--- config.mk ---
export PLATFORM = sky130hd
export DESIGN_NAME = evt_countdown_timer
export DESIGN_NICKNAME = d
export VERILOG_FILES = /design/src/rtl/evt_timer_pkg.sv /design/src/rtl/evt_timer_regs.sv /design/src/rtl/evt_timer_counter.sv /design/src/rtl/evt_timer_irq.sv /design/src/rtl/evt_countdown_timer.sv
export SDC_FILE = /design/constraint.sdc
export NUM_CORES = 1
export LEC_CHECK = 0
export BUFFER_PORTS_ARGS = -buffer_cell sky130_fd_sc_hd__buf_2
export CORE_MARGIN = 4
export CORE_UTILIZATION = 35
export DETAILED_ROUTE_END_ITERATION = 8
export PLACE_DENSITY_LB_ADDON = 0.3
export SKIP_LAST_GASP = 1
export SLEW_MARGIN = 10
export SYNTH_ARGS = -nofsm -noshare
export SYNTH_HDL_FRONTEND = slang
export SYNTH_SLANG_ARGS = --single-unit
--- constraint.sdc ---
create_clock -name clk -period 6.5 [get_ports clk]
set_input_delay 1.95 -clock clk [delete_from_list [all_inputs] [get_ports clk]]
set_output_delay 1.95 -clock clk [all_outputs]
set_load 0.05 [all_outputs]
--- src/rtl/evt_timer_pkg.sv ---
package evt_timer_pkg;

   // Register byte offsets: software drivers decode these.
   localparam int OFS_LOW     = 'h00;
   localparam int OFS_CTL     = 'h04;
   localparam int OFS_IEN_SET = 'h2C;
   localparam int OFS_IEN_CLR = 'h30;
   localparam int OFS_PEND    = 'h34;

   // Control word field positions.
   localparam int HI_FIELD_W = 24;
   localparam int BIT_RUN    = 24;
   localparam int BIT_RPT    = 28;
   localparam int BIT_LOAD   = 30;

   typedef enum logic [2:0] {
      SEL_NONE,
      SEL_LOW,
      SEL_CTL,
      SEL_IEN_SET,
      SEL_IEN_CLR,
      SEL_PEND
   } reg_sel_e;

endpackage

--- src/rtl/evt_timer_regs.sv ---
module evt_timer_regs
   import evt_timer_pkg::*;
#(
   parameter int DATA_W = 32,
   parameter int CNT_W  = 56,
   parameter int ADDR_W = 6
) (
   input  logic              clk,
   input  logic              rst_n,
   input  logic              wr,
   input  logic [ADDR_W-1:0] addr,
   input  logic [DATA_W-1:0] wdata,
   input  logic              run_q,
   input  logic              rpt_q,
   input  logic              ien_q,
   input  logic              pend_q,
   output logic              ctl_wr,
   output logic              ctl_run_w,
   output logic              ctl_rpt_w,
   output logic              ctl_load_w,
   output logic              ien_set,
   output logic              ien_clr,
   output logic              pend_clr,
   output logic [CNT_W-1:0]  wr_value,
   output logic [CNT_W-1:0]  reload_q,
   output logic [DATA_W-1:0] rdata
);

   localparam int HI_W = CNT_W - DATA_W;

   if (HI_W < 1 || HI_W > HI_FIELD_W) begin : g_bad_cnt_w
      $error("CNT_W must exceed DATA_W by 1 to %0d bits", HI_FIELD_W);
   end
   if (DATA_W <= BIT_LOAD) begin : g_bad_data_w
      $error("DATA_W too narrow for the control fields");
   end
   if (ADDR_W < 6) begin : g_bad_addr_w
      $error("ADDR_W too narrow for the register offsets");
   end

   reg_sel_e sel;

   always_comb begin
      sel = SEL_NONE;
      case (addr)
         ADDR_W'(OFS_LOW):     sel = SEL_LOW;
         ADDR_W'(OFS_CTL):     sel = SEL_CTL;
         ADDR_W'(OFS_IEN_SET): sel = SEL_IEN_SET;
         ADDR_W'(OFS_IEN_CLR): sel = SEL_IEN_CLR;
         ADDR_W'(OFS_PEND):    sel = SEL_PEND;
         default:              sel = SEL_NONE;
      endcase
   end

   logic [DATA_W-1:0] low_q;
   logic [HI_W-1:0]   hi_q;

   always_ff @(posedge clk or negedge rst_n) begin
      if (!rst_n) begin
         low_q <= '0;
         hi_q  <= '0;
      end else if (wr) begin
         if (sel == SEL_LOW) low_q <= wdata;
         if (sel == SEL_CTL) hi_q  <= wdata[HI_W-1:0];
      end
   end

   assign ctl_wr     = wr && (sel == SEL_CTL);
   assign ctl_run_w  = wdata[BIT_RUN];
   assign ctl_rpt_w  = wdata[BIT_RPT];
   assign ctl_load_w = wdata[BIT_LOAD];
   assign ien_set    = wr && (sel == SEL_IEN_SET) && wdata[0];
   assign ien_clr    = wr && (sel == SEL_IEN_CLR) && wdata[0];
   assign pend_clr   = wr && (sel == SEL_PEND) && wdata[0];

   assign wr_value = {wdata[HI_W-1:0], low_q};
   assign reload_q = {hi_q, low_q};

   logic [HI_FIELD_W-1:0] hi_rd;
   if (HI_W == HI_FIELD_W) begin : g_hi_full
      assign hi_rd = hi_q;
   end else begin : g_hi_pad
      assign hi_rd = {{(HI_FIELD_W-HI_W){1'b0}}, hi_q};
   end

   logic [DATA_W-1:0] ctl_word;
   always_comb begin
      ctl_word                   = '0;
      ctl_word[HI_FIELD_W-1:0]   = hi_rd;
      ctl_word[BIT_RUN]          = run_q;
      ctl_word[BIT_RPT]          = rpt_q;
   end

   always_comb begin
      rdata = '0;
      case (sel)
         SEL_LOW:     rdata = low_q;
         SEL_CTL:     rdata = ctl_word;
         SEL_IEN_SET: rdata[0] = ien_q;
         SEL_PEND:    rdata[0] = pend_q;
         default:     rdata = '0;
      endcase
   end

endmodule

--- src/rtl/evt_timer_counter.sv ---
module evt_timer_counter #(
   parameter int CNT_W = 56
) (
   input  logic             clk,
   input  logic             rst_n,
   input  logic             ctl_wr,
   input  logic             ctl_run_w,
   input  logic             ctl_rpt_w,
   input  logic             ctl_load_w,
   input  logic [CNT_W-1:0] wr_value,
   input  logic [CNT_W-1:0] reload_q,
   output logic [CNT_W-1:0] count_q,
   output logic             run_q,
   output logic             rpt_q,
   output logic             expire
);

   if (CNT_W < 2) begin : g_bad_w
      $error("CNT_W must be at least 2");
   end

   // Terminal when the next step would reach zero (count is 1 or 0).
   logic at_end;
   assign at_end = (count_q[CNT_W-1:1] == '0);
   assign expire = run_q && !ctl_wr && at_end;

   always_ff @(posedge clk or negedge rst_n) begin
      if (!rst_n) begin
         count_q <= '0;
         run_q   <= 1'b0;
         rpt_q   <= 1'b0;
      end else if (ctl_wr) begin
         run_q <= ctl_run_w;
         rpt_q <= ctl_rpt_w;
         if (ctl_load_w) count_q <= wr_value;
      end else if (run_q) begin
         if (at_end) begin
            if (rpt_q) begin
               count_q <= reload_q;
            end else begin
               count_q <= '0;
               run_q   <= 1'b0;
            end
         end else begin
            count_q <= count_q - CNT_W'(1);
         end
      end
   end

endmodule

--- src/rtl/evt_timer_irq.sv ---
module evt_timer_irq (
   input  logic clk,
   input  logic rst_n,
   input  logic ien_set,
   input  logic ien_clr,
   input  logic pend_clr,
   input  logic expire,
   output logic ien_q,
   output logic pend_q,
   output logic irq
);

   always_ff @(posedge clk or negedge rst_n) begin
      if (!rst_n) begin
         ien_q  <= 1'b0;
         pend_q <= 1'b0;
      end else begin
         if (ien_set)      ien_q <= 1'b1;
         else if (ien_clr) ien_q <= 1'b0;
         // A fresh expiry outranks a clear on the same edge.
         if (expire)        pend_q <= 1'b1;
         else if (pend_clr) pend_q <= 1'b0;
      end
   end

   assign irq = pend_q & ien_q;

endmodule

--- src/rtl/evt_countdown_timer.sv ---
module evt_countdown_timer #(
   parameter int DATA_W = 32,
   parameter int CNT_W  = 56,
   parameter int ADDR_W = 6
) (
   input  logic              clk,
   input  logic              rst_n,
   input  logic              reg_wr,
   input  logic [ADDR_W-1:0] reg_addr,
   input  logic [DATA_W-1:0] reg_wdata,
   output logic [DATA_W-1:0] reg_rdata,
   output logic              irq
);

   logic             ctl_wr, ctl_run_w, ctl_rpt_w, ctl_load_w;
   logic             ien_set, ien_clr, pend_clr;
   logic [CNT_W-1:0] wr_value, reload_q, count_q;
   logic             run_q, rpt_q, expire, ien_q, pend_q;

   evt_timer_regs #(
      .DATA_W(DATA_W), .CNT_W(CNT_W), .ADDR_W(ADDR_W)
   ) u_regs (
      .clk(clk), .rst_n(rst_n), .wr(reg_wr), .addr(reg_addr), .wdata(reg_wdata),
      .run_q(run_q), .rpt_q(rpt_q), .ien_q(ien_q), .pend_q(pend_q),
      .ctl_wr(ctl_wr), .ctl_run_w(ctl_run_w), .ctl_rpt_w(ctl_rpt_w),
      .ctl_load_w(ctl_load_w), .ien_set(ien_set), .ien_clr(ien_clr),
      .pend_clr(pend_clr), .wr_value(wr_value), .reload_q(reload_q),
      .rdata(reg_rdata)
   );

   evt_timer_counter #(.CNT_W(CNT_W)) u_cnt (
      .clk(clk), .rst_n(rst_n), .ctl_wr(ctl_wr), .ctl_run_w(ctl_run_w),
      .ctl_rpt_w(ctl_rpt_w), .ctl_load_w(ctl_load_w), .wr_value(wr_value),
      .reload_q(reload_q), .count_q(count_q), .run_q(run_q), .rpt_q(rpt_q),
      .expire(expire)
   );

   evt_timer_irq u_irq (
      .clk(clk), .rst_n(rst_n), .ien_set(ien_set), .ien_clr(ien_clr),
      .pend_clr(pend_clr), .expire(expire), .ien_q(ien_q), .pend_q(pend_q),
      .irq(irq)
   );

endmodule

After elaboration in Yosys (flattened, before gate mapping) --
Cells that the tools add are included.
Operators by class: muxes and demuxes 16, reduce and logical (&&, ||, !) cells 18, equality and inequality tests 10, add/subtract/negate cells 1, bitwise gates (word level) 1
Operators by type and width (number):
- $mux 56 | 5
- $pmux 31 s2 | 1
- $sub 56x1->56 const B | 1
- $logic_not 55->1 | 1
- $eq 6x6->1 const B | 3
- $pmux 3 s5 | 1
- $logic_and 1x1->1 | 9
- $mux 1 | 8
- $eq 3x2->1 const B | 2
- $eq 3x3->1 const B | 2
- $eq 6x3->1 const B | 1
- $logic_not 6->1 | 1
- $reduce_and 2->1 | 3
- $reduce_bool 2->1 | 3
- $pmux 1 s4 | 1
- $eq 3x1->1 const B | 1
- $ne 2x2->1 const B | 1
- $and 1x1->1 | 1
- $logic_not 1->1 | 1
Storage, ports and cells: register bits 116, output and inout port bits 33, bits of input ports 41, logic and storage cells 53

Depth between registers and ports, before layout --
Gate-level depths: netlist of the first run.
word-level depth 8, depth in mapped cells 9, gate-level depth less buffers 8

By module --
From an unflattened synthesis of the first run, not the netlist that was laid out.
Second synthesis, totals: cell total of the unflattened synthesis 799, area, all modules 7477.2 um^2
Modules (own cells, without submodules):
- evt_timer_counter | instances 1, seq. area each 1451.4 um^2, cells an instance 532, area an instance 4207.8 um^2
- evt_timer_regs | instances 1, seq. area each 1401.3 um^2, cells an instance 260, area an instance 3190.6 um^2
- evt_timer_irq | instances 1, seq. area each 50.0 um^2, cells an instance 7, area an instance 78.8 um^2

Worst setup path after synthesis of the first run --
OpenSTA, ideal clock, no wires.
kind input to output, start input port reg_addr[2], end output port reg_rdata[0], required time 4.550 ns, arrival time 3.719 ns, slack 0.831 ns, path buffers 2, stages 4, path through buf_1 > clkbuf_1 > nand2_1 > o221ai_1
Between the ends: cells in the longest elaborated chain, start to end 4, elaborated cells between the ends (all ways) 11, classes of those cells 8 x eq/ne; 2 x mux; 1 x reduce/logical
Ends and longest elaborated chain:
- start, declared | line evt_countdown_timer.sv:9 | input logic [ADDR_W-1:0] reg_addr,
- $eq 6x6->1 (tied with other cells) | line evt_timer_regs.sv:45 | case (addr)
- $pmux 3 s5 * | line evt_timer_regs.sv:45
- $eq 3x3->1 (tied with other cells) | line evt_timer_regs.sv:96 | case (sel)
- $pmux 1 s4 * | line evt_timer_regs.sv:96
- end, declared | line evt_countdown_timer.sv:11 | output logic [DATA_W-1:0] reg_rdata,
Mark *: on every way between the ends. The rest lies on a longest branch, timed or not.

Worst setup path after layout of the first run --
start input port reg_addr[1], end output port reg_rdata[26]
Between the ends: cells in the longest elaborated chain, start to end 4, elaborated cells between the ends (all ways) 9, classes of those cells 6 x eq/ne; 2 x mux; 1 x reduce/logical
Ends and longest elaborated chain (line):
- $eq 6x6->1 (tied with other cells) | evt_timer_regs.sv:45
- $pmux 3 s5 * | evt_timer_regs.sv:45
- $eq 3x2->1 or $eq 3x1->1 (tied branches) | evt_timer_regs.sv:96
- $pmux 31 s2 * | evt_timer_regs.sv:96
Marks and branches as above.

==> results.sh, run 1 <==
export IMPL_cp_top_family="simple AND/OR/NAND/NOR gates"
export IMPL_nets=848
export IMPL_required_ns=4.55
export IMPL_start_kind="input port"
export IMPL_status="complete, no violations"
export IMPL_syn_instance_count=744
export IMPL_p_sw_w=0.000577
export IMPL_ys_seq_elements=116
export IMPL_die_w_um=147
export IMPL_synth_adder_area_share_pct=0.185
export IMPL_seqPwrFrac_pct=42.3
export IMPL_powerDensity_nw_per_um2=262
export IMPL_grt_pass1_wl_um=36200
export IMPL_syn_nets=786
export IMPL_yosys_top_cells_count="nand2_1 (126), dfrtp_1 (116), nor2_1 (60), o21ai_0 (41), nand3_1 (35)"
export IMPL_hpwl_um=15700
export IMPL_grtUsageTotal_pct=21.4
export IMPL_path_buf_inv=2
export IMPL_final_setup_worst_slack_ns=0.907
export IMPL_synth_compound_area_share_pct=19.3
export IMPL_synthToLayoutAreaGrowth_pct=18.0
export IMPL_die_y_um=147
export IMPL_cts_buffers=17
export IMPL_grt_overflow_total=0
export IMPL_p_int_w=0.00152
export IMPL_ys_seq_area_share_pct=42.9
export IMPL_fmax_mhz=179
export IMPL_grt_max_degree=78
export IMPL_switching_share_pct=27.6
export IMPL_post_cts_setup_buffer_count=0
export IMPL_row_count=50
export IMPL_synth_xor_area_share_pct=0
export IMPL_cpPeakStageDelay_ns=0.50
export IMPL_synth_top_family_by_area="simple AND/OR/NAND/NOR gates"
export IMPL_antenna_left=0
export IMPL_post_route_period_util_pct=86.1
export IMPL_grt_setup_unrepaired="no"
export IMPL_post_synth_top_area_fraction_pct=42.9
export IMPL_dr_pass1_iters=6
export IMPL_syn_area_um2=6760
export IMPL_power_frac_comb_pct=12.8
export IMPL_finalWirelength_um=22800
export IMPL_pre_cts_ws_ns=0.851
export IMPL_drv_slew=0
export IMPL_cts_hold_buffers=0
export IMPL_finalHoldViolCount=0
export IMPL_drive_gt1_share_pct=21.0
export IMPL_n_antenna_cell=0
export IMPL_worst_pin_slew_ns=1.05
export IMPL_synth_area_leaders="dfrtp_1 (43%), nand2_1 (7.0%), mux2_2 (5.3%)"
export IMPL_clockRootBuffer="clkbuf_16"
export IMPL_power_share_clock_pct=44.9
export IMPL_h_tree_depth=4
export IMPL_drt_iter0_drc=588
export IMPL_core_area_um2=18800
export IMPL_clock_sinks=116
export IMPL_synthSimpleGateAreaFrac_pct=24.4
export IMPL_io_pins=74
export IMPL_setup_viol_count_final=0
export IMPL_cts_repair_resized=0
export IMPL_min_period_ns=5.59
export IMPL_post_drt_wl_per_cell_um=21.2
export IMPL_synth_distinct_cells=68
export IMPL_drc_errors=0
export IMPL_clk_pin_slew_ns=0.05
export IMPL_initial_core_util_pct=35.9
export IMPL_crit_chain="buf_2 -> nor3_1 -> nand2_1 -> nor2_1 -> and2_1 -> buf_2"
export IMPL_crit_top_cell="buf_2"
export IMPL_cp_max_fo=15
export IMPL_port_buffers=73
export IMPL_yosysTopAreaCell="dfrtp_1"
export IMPL_rrSetupSlack_ns=2.94
export IMPL_antenna_found_initial=0
export IMPL_vias_per_cell=5.94
export IMPL_path_class="input port to output port"
export IMPL_slew_headroom_pct=30.2
export IMPL_yosys_cell_count_top_type="nand2_1"
export IMPL_ir_worst_vdd_mv=0.173
export IMPL_tns_ns=0
export IMPL_first_global_vias=6222
export IMPL_synthArstFlopShare_pct=100
export IMPL_crit_arrival_ns=3.64
export IMPL_globalplace_congestion=0.930
export IMPL_crit_path_end_kind="output port"
export IMPL_clk_path_buf_depth=2
export IMPL_die_area_um2=21600
export IMPL_hold_class="flip-flop to flip-flop"
export IMPL_finClkSkew_ns=0.00769
export IMPL_synth_warnings=0
export IMPL_synthMuxAreaShare_pct=9.32
export IMPL_vias=6403
export IMPL_cp_slowest_cell="nor2_1"
export IMPL_clk_latency_ns=0.42
export IMPL_max_cap_viol_count=0
export IMPL_ys_flop_type="dfrtp_1"
export IMPL_cts_tree="built"
export IMPL_avgSynthCellArea_um2=9.09
export IMPL_p_leak_nw=3.48
export IMPL_synth_edf_count=0
-- worst min-delay path: stages, from the launching register on --
cell and delay [ns]:
dfrtp_1 0.36, nand2_1 0.05, nand2_1 0.06
-- path summary, 6_finish.rpt --
| path | to | cells past startpoint | start |
|---|---|---|---|
| worst max-delay path | reg_rdata[26] | 6 | reg_addr[1] |
| worst min-delay path | u_regs.hi_q[0] | 2 | u_regs.hi_q[0] |
| worst max register to register | u_cnt.count_q[45] | 6 | u_cnt.count_q[3] |
| worst min register to register | u_regs.hi_q[0] | 2 | u_regs.hi_q[0] |
| max in group asynchronous | u_regs.low_q[0] | 2 | rst_n |
| min in group asynchronous | u_cnt.count_q[30] | 1 | rst_n |
-- layout by cell type (no fill, tap or decap), drive strengths merged, types with 7 or more instances in the layout --
cell type / Yosys / routed
and2: 11 / 11
buf: 19 / 91
a32oi: 7 / 7
dfrtp: 116 / 116
inv: 12 / 12
mux2i: 27 / 27
nand4: 13 / 13
a22oi: 13 / 13
nand2: 126 / 126
a21oi: 13 / 13
o211ai: 8 / 8
a31oi: 11 / 11
a221o: 8 / 8
mux2: 32 / 32
nor3: 20 / 20
clkbuf: 29 / 21
or4: 9 / 9
o21ai: 41 / 41
or3: 11 / 11
nor2: 60 / 60
nand3: 36 / 36
nor4: 19 / 19
-- registers in the layout (all words and copies together), names as in the netlist --
register,flops
u_cnt.run_q,1
u_cnt.count_q,56
u_regs.hi_q,24
u_regs.low_q,32
u_irq.ien_q,1
u_irq.pend_q,1
u_cnt.rpt_q,1
-- logic make-up (layout without fill, tap and decap cells) --
logic type | Yosys count | in the layout
AOI/OAI and AO/OA | 172 | 172
adders and majority gates | 1 | 1
buffers and inverters | 60 | 134
DFF | 116 | 116
muxes | 59 | 59
and+or+nand+nor | 336 | 336
-- cell type report --
cell class | count | area, µm²
Tap cell | 260 | 325
Multi-Input combinational cell | 568 | 3620
Clock inverter | 10 | 133
Fill cell | 1894 | 10900
Inverter | 12 | 45.0
Timing Repair Buffer | 91 | 503
Sequential cell | 116 | 2900
Clock buffer | 21 | 450
-- power by group through the flow --
| stage | logic, W | registers [W] | clock network [W] |
|---|---|---|---|
| after floorplan | 0.000179 | 0.000859 | 0 |
| after global placement | 0.000260 | 0.000892 | 0 |
| after detailed placement | 0.000265 | 0.000893 | 0 |
| after CTS | 0.000268 | 0.000882 | 0.000957 |
| after global routing | 0.000297 | 0.000893 | 0.000988 |
| final | 0.000267 | 0.000885 | 0.000940 |
-- layer usage --
metal	wire (µm)	vias to the layer above	GRT usage [%]
met1	10000	3185	29.0
met3	1310	41	4.60
met2	10900	264	34.1
met5	0	-	0
li1	-	2913	-
met4	589	0	7.13
-- metrics by stage --
step / util, % / instance area, µm² / cells / hold slack [ns] / power [W]
2_1_floorplan: - / 6760 / 744 / 0.457 / 0.00104
3_3_place_gp: 39.3 / 7400 / 1047 / 0.480 / 0.00115
3_5_place_dp: 39.3 / 7400 / 1047 / 0.491 / 0.00116
4_1_cts: 42.4 / 7980 / 1078 / 0.504 / 0.00211
5_1_grt: 42.4 / 7980 / 1078 / 0.507 / 0.00218
6_report: 42.4 / 7980 / 1078 / 0.500 / 0.00209
Note: power is estimated with default switching activity, not from simulation.
==> run 2: changes to the inputs <==
Settings changed: RECOVER_POWER set to 25, SYNTH_HIERARCHICAL set to 1.
==> results.sh, run 2 <==
export IMPL_cp_slowest_cell="nand2_1"
export IMPL_post_drt_wl_per_cell_um=20.3
export IMPL_r2r_start="u_cnt/count_q[9]"
export IMPL_hpwl_um=14400
export IMPL_powerDensity_nw_per_um2=332
export IMPL_cts_hold_buffers=0
export IMPL_start_kind="input port"
export IMPL_final_cell_mix="dfrtp_1 (116), nand2_1 (85), buf_2 (72), nor2_1 (44), mux2_2 (38)"
export IMPL_power_frac_comb_pct=21.1
export IMPL_first_global_vias=6014
export IMPL_crit_chain="buf_2 -> nor3_4 -> nand2_1 -> buf_4 -> nor3b_1 -> buf_2"
export IMPL_vias_per_cell=5.79
export IMPL_die_area_um2=23800
export IMPL_multiInputGateArea_um2=3880
export IMPL_synthToLayoutAreaGrowth_pct=10.9
export IMPL_regMostFlops="u_cnt/count_q"
export IMPL_avgSynthCellArea_um2=9.36
export IMPL_synth_distinct_cells=65
export IMPL_die_w_um=154
export IMPL_yosys_cell_count_top_type="dfrtp_1"
export IMPL_dr_pass1_iters=5
export IMPL_syn_nets=841
export IMPL_hp_start="u_cnt/count_q[44]"
export IMPL_vias=6283
export IMPL_post_cts_setup_buffer_count=0
export IMPL_max_cap_viol_count=1
export IMPL_cp_max_fo=19
export IMPL_pre_cts_ws_ns=0.778
export IMPL_path_class="input port to output port"
export IMPL_failed_checks="max-capacitance violations, max-slew violations"
export IMPL_min_period_ns=5.68
export IMPL_p_sw_w=0.000893
export IMPL_n_antenna_cell=0
export IMPL_drv_slew=43
export IMPL_grt_setup_unrepaired="no"
export IMPL_rrSetupSlack_ns=3.07
export IMPL_path_buf_inv=3
export IMPL_globalplace_congestion=0.841
export IMPL_row_count=53
export IMPL_synthArstFlopShare_pct=100
export IMPL_ys_seq_elements=116
export IMPL_cts_repair_resized=0
export IMPL_grtUsageTotal_pct=18.4
export IMPL_antenna_left=0
export IMPL_slew_headroom_pct=-53.9
export IMPL_crit_path_end_kind="output port"
export IMPL_clk_pin_slew_ns=0.06
export IMPL_layout_commonest_cell="dfrtp_1"
export IMPL_post_synth_top_area_fraction_pct=38.8
export IMPL_required_ns=4.55
export IMPL_cpPeakStageDelay_ns=0.41
export IMPL_fillers=2048
export IMPL_finClkSkew_ns=0.0163
export IMPL_syn_area_um2=7480
export IMPL_fmax_mhz=176
export IMPL_crit_arrival_ns=3.73
export IMPL_drive_gt1_share_pct=24.0
export IMPL_cp_top_family="simple AND/OR/NAND/NOR gates"
export IMPL_place_inst=1053
export IMPL_crit_top_cell="buf_2"
export IMPL_power_share_clock_pct=37.8
export IMPL_utilization_pct=39.4
export IMPL_clk_path_buf_depth=2
export IMPL_p_leak_nw=3.55
export IMPL_worst_pin_slew_ns=2.31
export IMPL_yosysTopAreaCell="dfrtp_1"
export IMPL_largest_register_ff_count=56
export IMPL_clk_latency_ns=0.42
export IMPL_p_int_w=0.00186
export IMPL_whs_path_depth=1
export IMPL_antenna_found_initial=0
export IMPL_fin_cells=1085
export IMPL_synth_warnings=6
export IMPL_ir_worst_vdd_mv=0.222
export IMPL_cts_buffers=17
export IMPL_nets=839
export IMPL_total_power_w=0.00275
export IMPL_switching_share_pct=32.4
export IMPL_seq_area_um2=2900
export IMPL_finalHoldViolCount=0
export IMPL_hold_end="u_cnt/count_q[44]"
export IMPL_cts_tree="built"
export IMPL_h_tree_depth=4
export IMPL_port_buffers=73
export IMPL_synth_area_leaders="dfrtp_1 (39%), buf_4 (5.9%), mux2_2 (5.7%)"
export IMPL_tns_ns=0
export IMPL_r2r_cells=7
export IMPL_grt_max_degree=62
export IMPL_grt_pass1_wl_um=35000
export IMPL_post_route_period_util_pct=87.4
export IMPL_die_y_um=154
export IMPL_io_pins=74
export IMPL_top_regs="u_cnt/count_q (56), u_regs/low_q (32), u_regs/hi_q (24)"
export IMPL_clockRootBuffer="clkbuf_16"
export IMPL_ys_flop_type="dfrtp_1"
export IMPL_syn_instance_count=799
export IMPL_clock_sinks=116
export IMPL_status="complete, but fails checks"
export IMPL_synth_edf_count=0
export IMPL_seqPwrFrac_pct=41.1
export IMPL_drt_iter0_drc=629
export IMPL_initial_core_util_pct=35.6
export IMPL_hold_class="flip-flop to flip-flop"
export IMPL_setup_viol_count_final=0
export IMPL_core_area_um2=21000
export IMPL_ys_seq_area_share_pct=38.8
export IMPL_final_setup_worst_slack_ns=0.818
export IMPL_regToRegEndpoint="u_cnt/count_q[45]"
export IMPL_yosys_top_cells_count="dfrtp_1 (116), nand2_1 (85), buf_4 (59), nor2_1 (46), mux2_2 (38)"
export IMPL_finalWirelength_um=22100
export IMPL_grt_overflow_total=0
export IMPL_drc_errors=0
run 2: cell types whose count changed after synthesis, moves of 15 or more:
cell / delta
buf_4: +58
o21ai_0: -15
a21oi_1: +24
o22ai_1: +19
xnor2_1: +23
mux2_4: +19
nand2_1: -41
run 2: worst max path at each step:
stage                startpoint             to  depth (start not counted)  slack, ns
floorplan           reg_addr[1]  reg_rdata[25]                          4       0.78
finish              reg_addr[1]  reg_rdata[25]                          6       0.82
global placement    reg_addr[1]  reg_rdata[31]                          6       0.84
detailed placement  reg_addr[1]  reg_rdata[30]                          6       0.78
global route        reg_addr[1]  reg_rdata[30]                          6       0.68
CTS                 reg_addr[1]  reg_rdata[30]                          6       0.77
run 2: power by group through the flow:
| stage | combinational (W) | sequential (W) | clock (W) |
|---|---|---|---|
| 6_report | 0.000581 | 0.00113 | 0.00104 |
| 5_1_grt | 0.000651 | 0.00116 | 0.00109 |
| 4_1_cts | 0.000577 | 0.00113 | 0.00106 |
| 3_5_place_dp | 0.000575 | 0.00114 | 0 |
| 3_3_place_gp | 0.000565 | 0.00114 | 0 |
| 2_1_floorplan | 0.000509 | 0.00105 | 0 |
run 2: metrics by stage:
stage               area [µm²]  hold slack [ns]
floorplan                 7480            0.451
global placement          7640            0.471
detailed placement        7640            0.475
CTS                       8300            0.488
global route              8290            0.511
finish                    8290            0.486
run 2: layer usage:
layer,vias up,GRT usage [%],share of wire [%]
met5,-,0,0
met4,0,4.71,1.6
met3,24,3.97,6.8
met2,270,28.2,45
met1,3107,26.6,47
li1,2882,-,-
run 2: worst register-to-register path: cells and delay by family, from the launching register on:
family / cells / cell delay (ns)
AO/OA/AOI/OAI: 2 / 0.46
buffers and inverters: 1 / 0.47
flip-flops: 1 / 0.45
AND/OR/NAND/NOR: 4 / 1.95
run 2: area by class of cell:
cell class | count | share of cell area, %
Clock buffer | 17 | 5.13
Timing Repair Buffer | 89 | 5.80
Sequential cell | 116 | 35.0
Clock inverter | 15 | 2.78
Tap cell | 275 | 4.15
Multi-Input combinational cell | 567 | 46.9
Inverter | 6 | 0.272
run 2: kinds of logic after synthesis:
group | after synthesis | share of synthesized area, %
mux | 87 | 13.6
flops | 116 | 38.8
fa+ha+maj | 1 | 0.167
xor+xnor | 32 | 3.75
compound gates | 167 | 14.4
buf+inv | 116 | 9.44
simple gates | 280 | 19.8
==> run 3: changes to the inputs <==
Settings changed: CORE_UTILIZATION 35 to 44.
==> results.sh, run 3 (synthesis gave the netlist of run 2 again) <==
export IMPL_status="complete, but fails checks"
export IMPL_failed_checks="max-capacitance violations, max-slew violations"
export IMPL_top_regs="u_cnt/count_q (56), u_regs/low_q (32), u_regs/hi_q (24)"
export IMPL_clk_path_buf_depth=2
export IMPL_vias=6348
export IMPL_start_kind="input port"
export IMPL_nets=837
export IMPL_min_period_ns=5.50
export IMPL_slew_headroom_pct=-144
export IMPL_required_ns=4.55
export IMPL_core_area_um2=16600
export IMPL_p_sw_w=0.000869
export IMPL_tns_ns=0
export IMPL_path_class="input port to output port"
export IMPL_grt_setup_unrepaired="no"
export IMPL_crit_path_end_kind="output port"
export IMPL_vias_per_cell=6.18
export IMPL_h_tree_depth=4
export IMPL_drt_iter0_drc=701
export IMPL_cp_max_fo=21
export IMPL_max_cap_viol_count=1
export IMPL_rrSetupSlack_ns=2.96
export IMPL_post_cts_setup_buffer_count=0
export IMPL_drv_slew=68
export IMPL_cts_buffers=17
export IMPL_hpwl_um=14100
export IMPL_grtUsageTotal_pct=22.6
export IMPL_finalWirelength_um=21600
export IMPL_regToRegEndpoint="u_cnt/count_q[50]"
export IMPL_p_int_w=0.00183
export IMPL_clockRootBuffer="clkbuf_16"
export IMPL_r2r_start="u_cnt/count_q[9]"
export IMPL_crit_arrival_ns=3.55
export IMPL_row_count=47
export IMPL_r2r_cells=7
export IMPL_powerDensity_nw_per_um2=331
export IMPL_worst_pin_slew_ns=3.66
export IMPL_final_cell_mix="dfrtp_1 (116), nand2_1 (85), buf_2 (72), nor2_1 (44), mux2_2 (38)"
export IMPL_dr_pass1_iters=7
export IMPL_grt_pass1_wl_um=34900
export IMPL_post_route_period_util_pct=84.7
export IMPL_finalHoldViolCount=0
export IMPL_setup_viol_count_final=0
export IMPL_clk_pin_slew_ns=0.06
export IMPL_n_antenna_cell=0
export IMPL_globalplace_congestion=0.854
export IMPL_largest_register_ff_count=56
export IMPL_fmax_mhz=182
export IMPL_regMostFlops="u_cnt/count_q"
export IMPL_crit_end="reg_rdata[0]"
export IMPL_antenna_found_initial=0
export IMPL_post_drt_wl_per_cell_um=21.1
export IMPL_power_share_clock_pct=36.6
export IMPL_p_leak_nw=3.53
export IMPL_ir_worst_vdd_mv=0.198
export IMPL_antenna_left=0
export IMPL_first_global_vias=6215
export IMPL_drive_gt1_share_pct=23.5
export IMPL_die_w_um=138
export IMPL_cts_hold_buffers=0
export IMPL_die_area_um2=19100
export IMPL_power_frac_comb_pct=21.5
export IMPL_io_pins=74
export IMPL_layout_commonest_cell="dfrtp_1"
export IMPL_grt_max_degree=68
export IMPL_finClkSkew_ns=0.00858
export IMPL_holdWs_ns=0.490
export IMPL_hold_class="flip-flop to flip-flop"
export IMPL_initial_core_util_pct=44.9
export IMPL_die_y_um=138
export IMPL_crit_start="reg_addr[2]"
export IMPL_grt_overflow_total=0
export IMPL_switching_share_pct=32.1
export IMPL_synthToLayoutAreaGrowth_pct=9.25
export IMPL_seqPwrFrac_pct=41.9
export IMPL_cts_tree="built"
export IMPL_drc_errors=0
export IMPL_clk_latency_ns=0.42
export IMPL_port_buffers=73
export IMPL_cts_repair_resized=0
export IMPL_clock_sinks=116
run 3: cell types whose count changed in the layout (fill, tap and decap cells not counted), sizes merged:
cell,delta
buf,-1
inv,-1
bufinv,-1
clkinv,-2
clkinvlp,-1
clkbuf,+3
run 3: worst min-delay path by stage:
| stage | end | slack [ns] | cells after the start | startpoint |
|---|---|---|---|---|
| after detailed placement | u_cnt/count_q[44] | 0.48 | 1 | u_cnt/count_q[44] |
| after global routing | u_cnt/count_q[44] | 0.50 | 1 | u_cnt/count_q[44] |
| after CTS | u_cnt/count_q[44] | 0.49 | 1 | u_cnt/count_q[44] |
| after global placement | u_cnt/count_q[44] | 0.47 | 1 | u_cnt/count_q[44] |
| final | u_cnt/count_q[44] | 0.49 | 1 | u_cnt/count_q[44] |
| after floorplan | u_cnt/count_q[44] | 0.45 | 1 | u_cnt/count_q[44] |
run 3: layer usage:
metal / global-route usage, % / up-vias / wire length, µm / part of all wire, %
li1: - / 2891 / - / -
met2: 34.3 / 288 / 9770 / 45
met4: 7.54 / 0 / 481 / 2.2
met3: 4.94 / 37 / 1680 / 7.8
met1: 32.1 / 3132 / 9700 / 45
met5: 0 / - / 0 / 0
run 3: power groups by stage:
stage	clock network [W]	logic (W)	registers, W
after detailed placement	0	0.000573	0.00113
after CTS	0.000999	0.000577	0.00113
after global routing	0.00103	0.000649	0.00116
final	0.000989	0.000582	0.00113
after global placement	0	0.000561	0.00113
after floorplan	0	0.000509	0.00105
run 3: through the flow:
step	total power [W]	area (µm²)	setup WS (ns)	utilization [%]	instances
floorplan	0.00156	7480	0.783	-	799
global placement	0.00169	7560	0.991	45.4	996
detailed placement	0.00171	7560	1.01	45.4	996
CTS	0.00270	8170	0.996	49.1	1027
global route	0.00285	8170	0.785	49.1	1027
finish	0.00270	8170	0.997	49.1	1027
run 3: layout make-up:
class | instances | area [µm²]
clock buffer | 21 | 460
multi-input combinational | 567 | 3880
sequential | 116 | 2900
inverter | 6 | 22.5
clock inverter | 10 | 155
tap | 220 | 275
timing repair buffer | 87 | 469
fill | 1534 | 8470
run 3: critical path, stage by stage:
cell and delay [ns]:
buf_2 0.50, buf_4 0.42, nand4_1 0.13, a21oi_1 0.16, a311o_1 0.12, buf_2 0.26
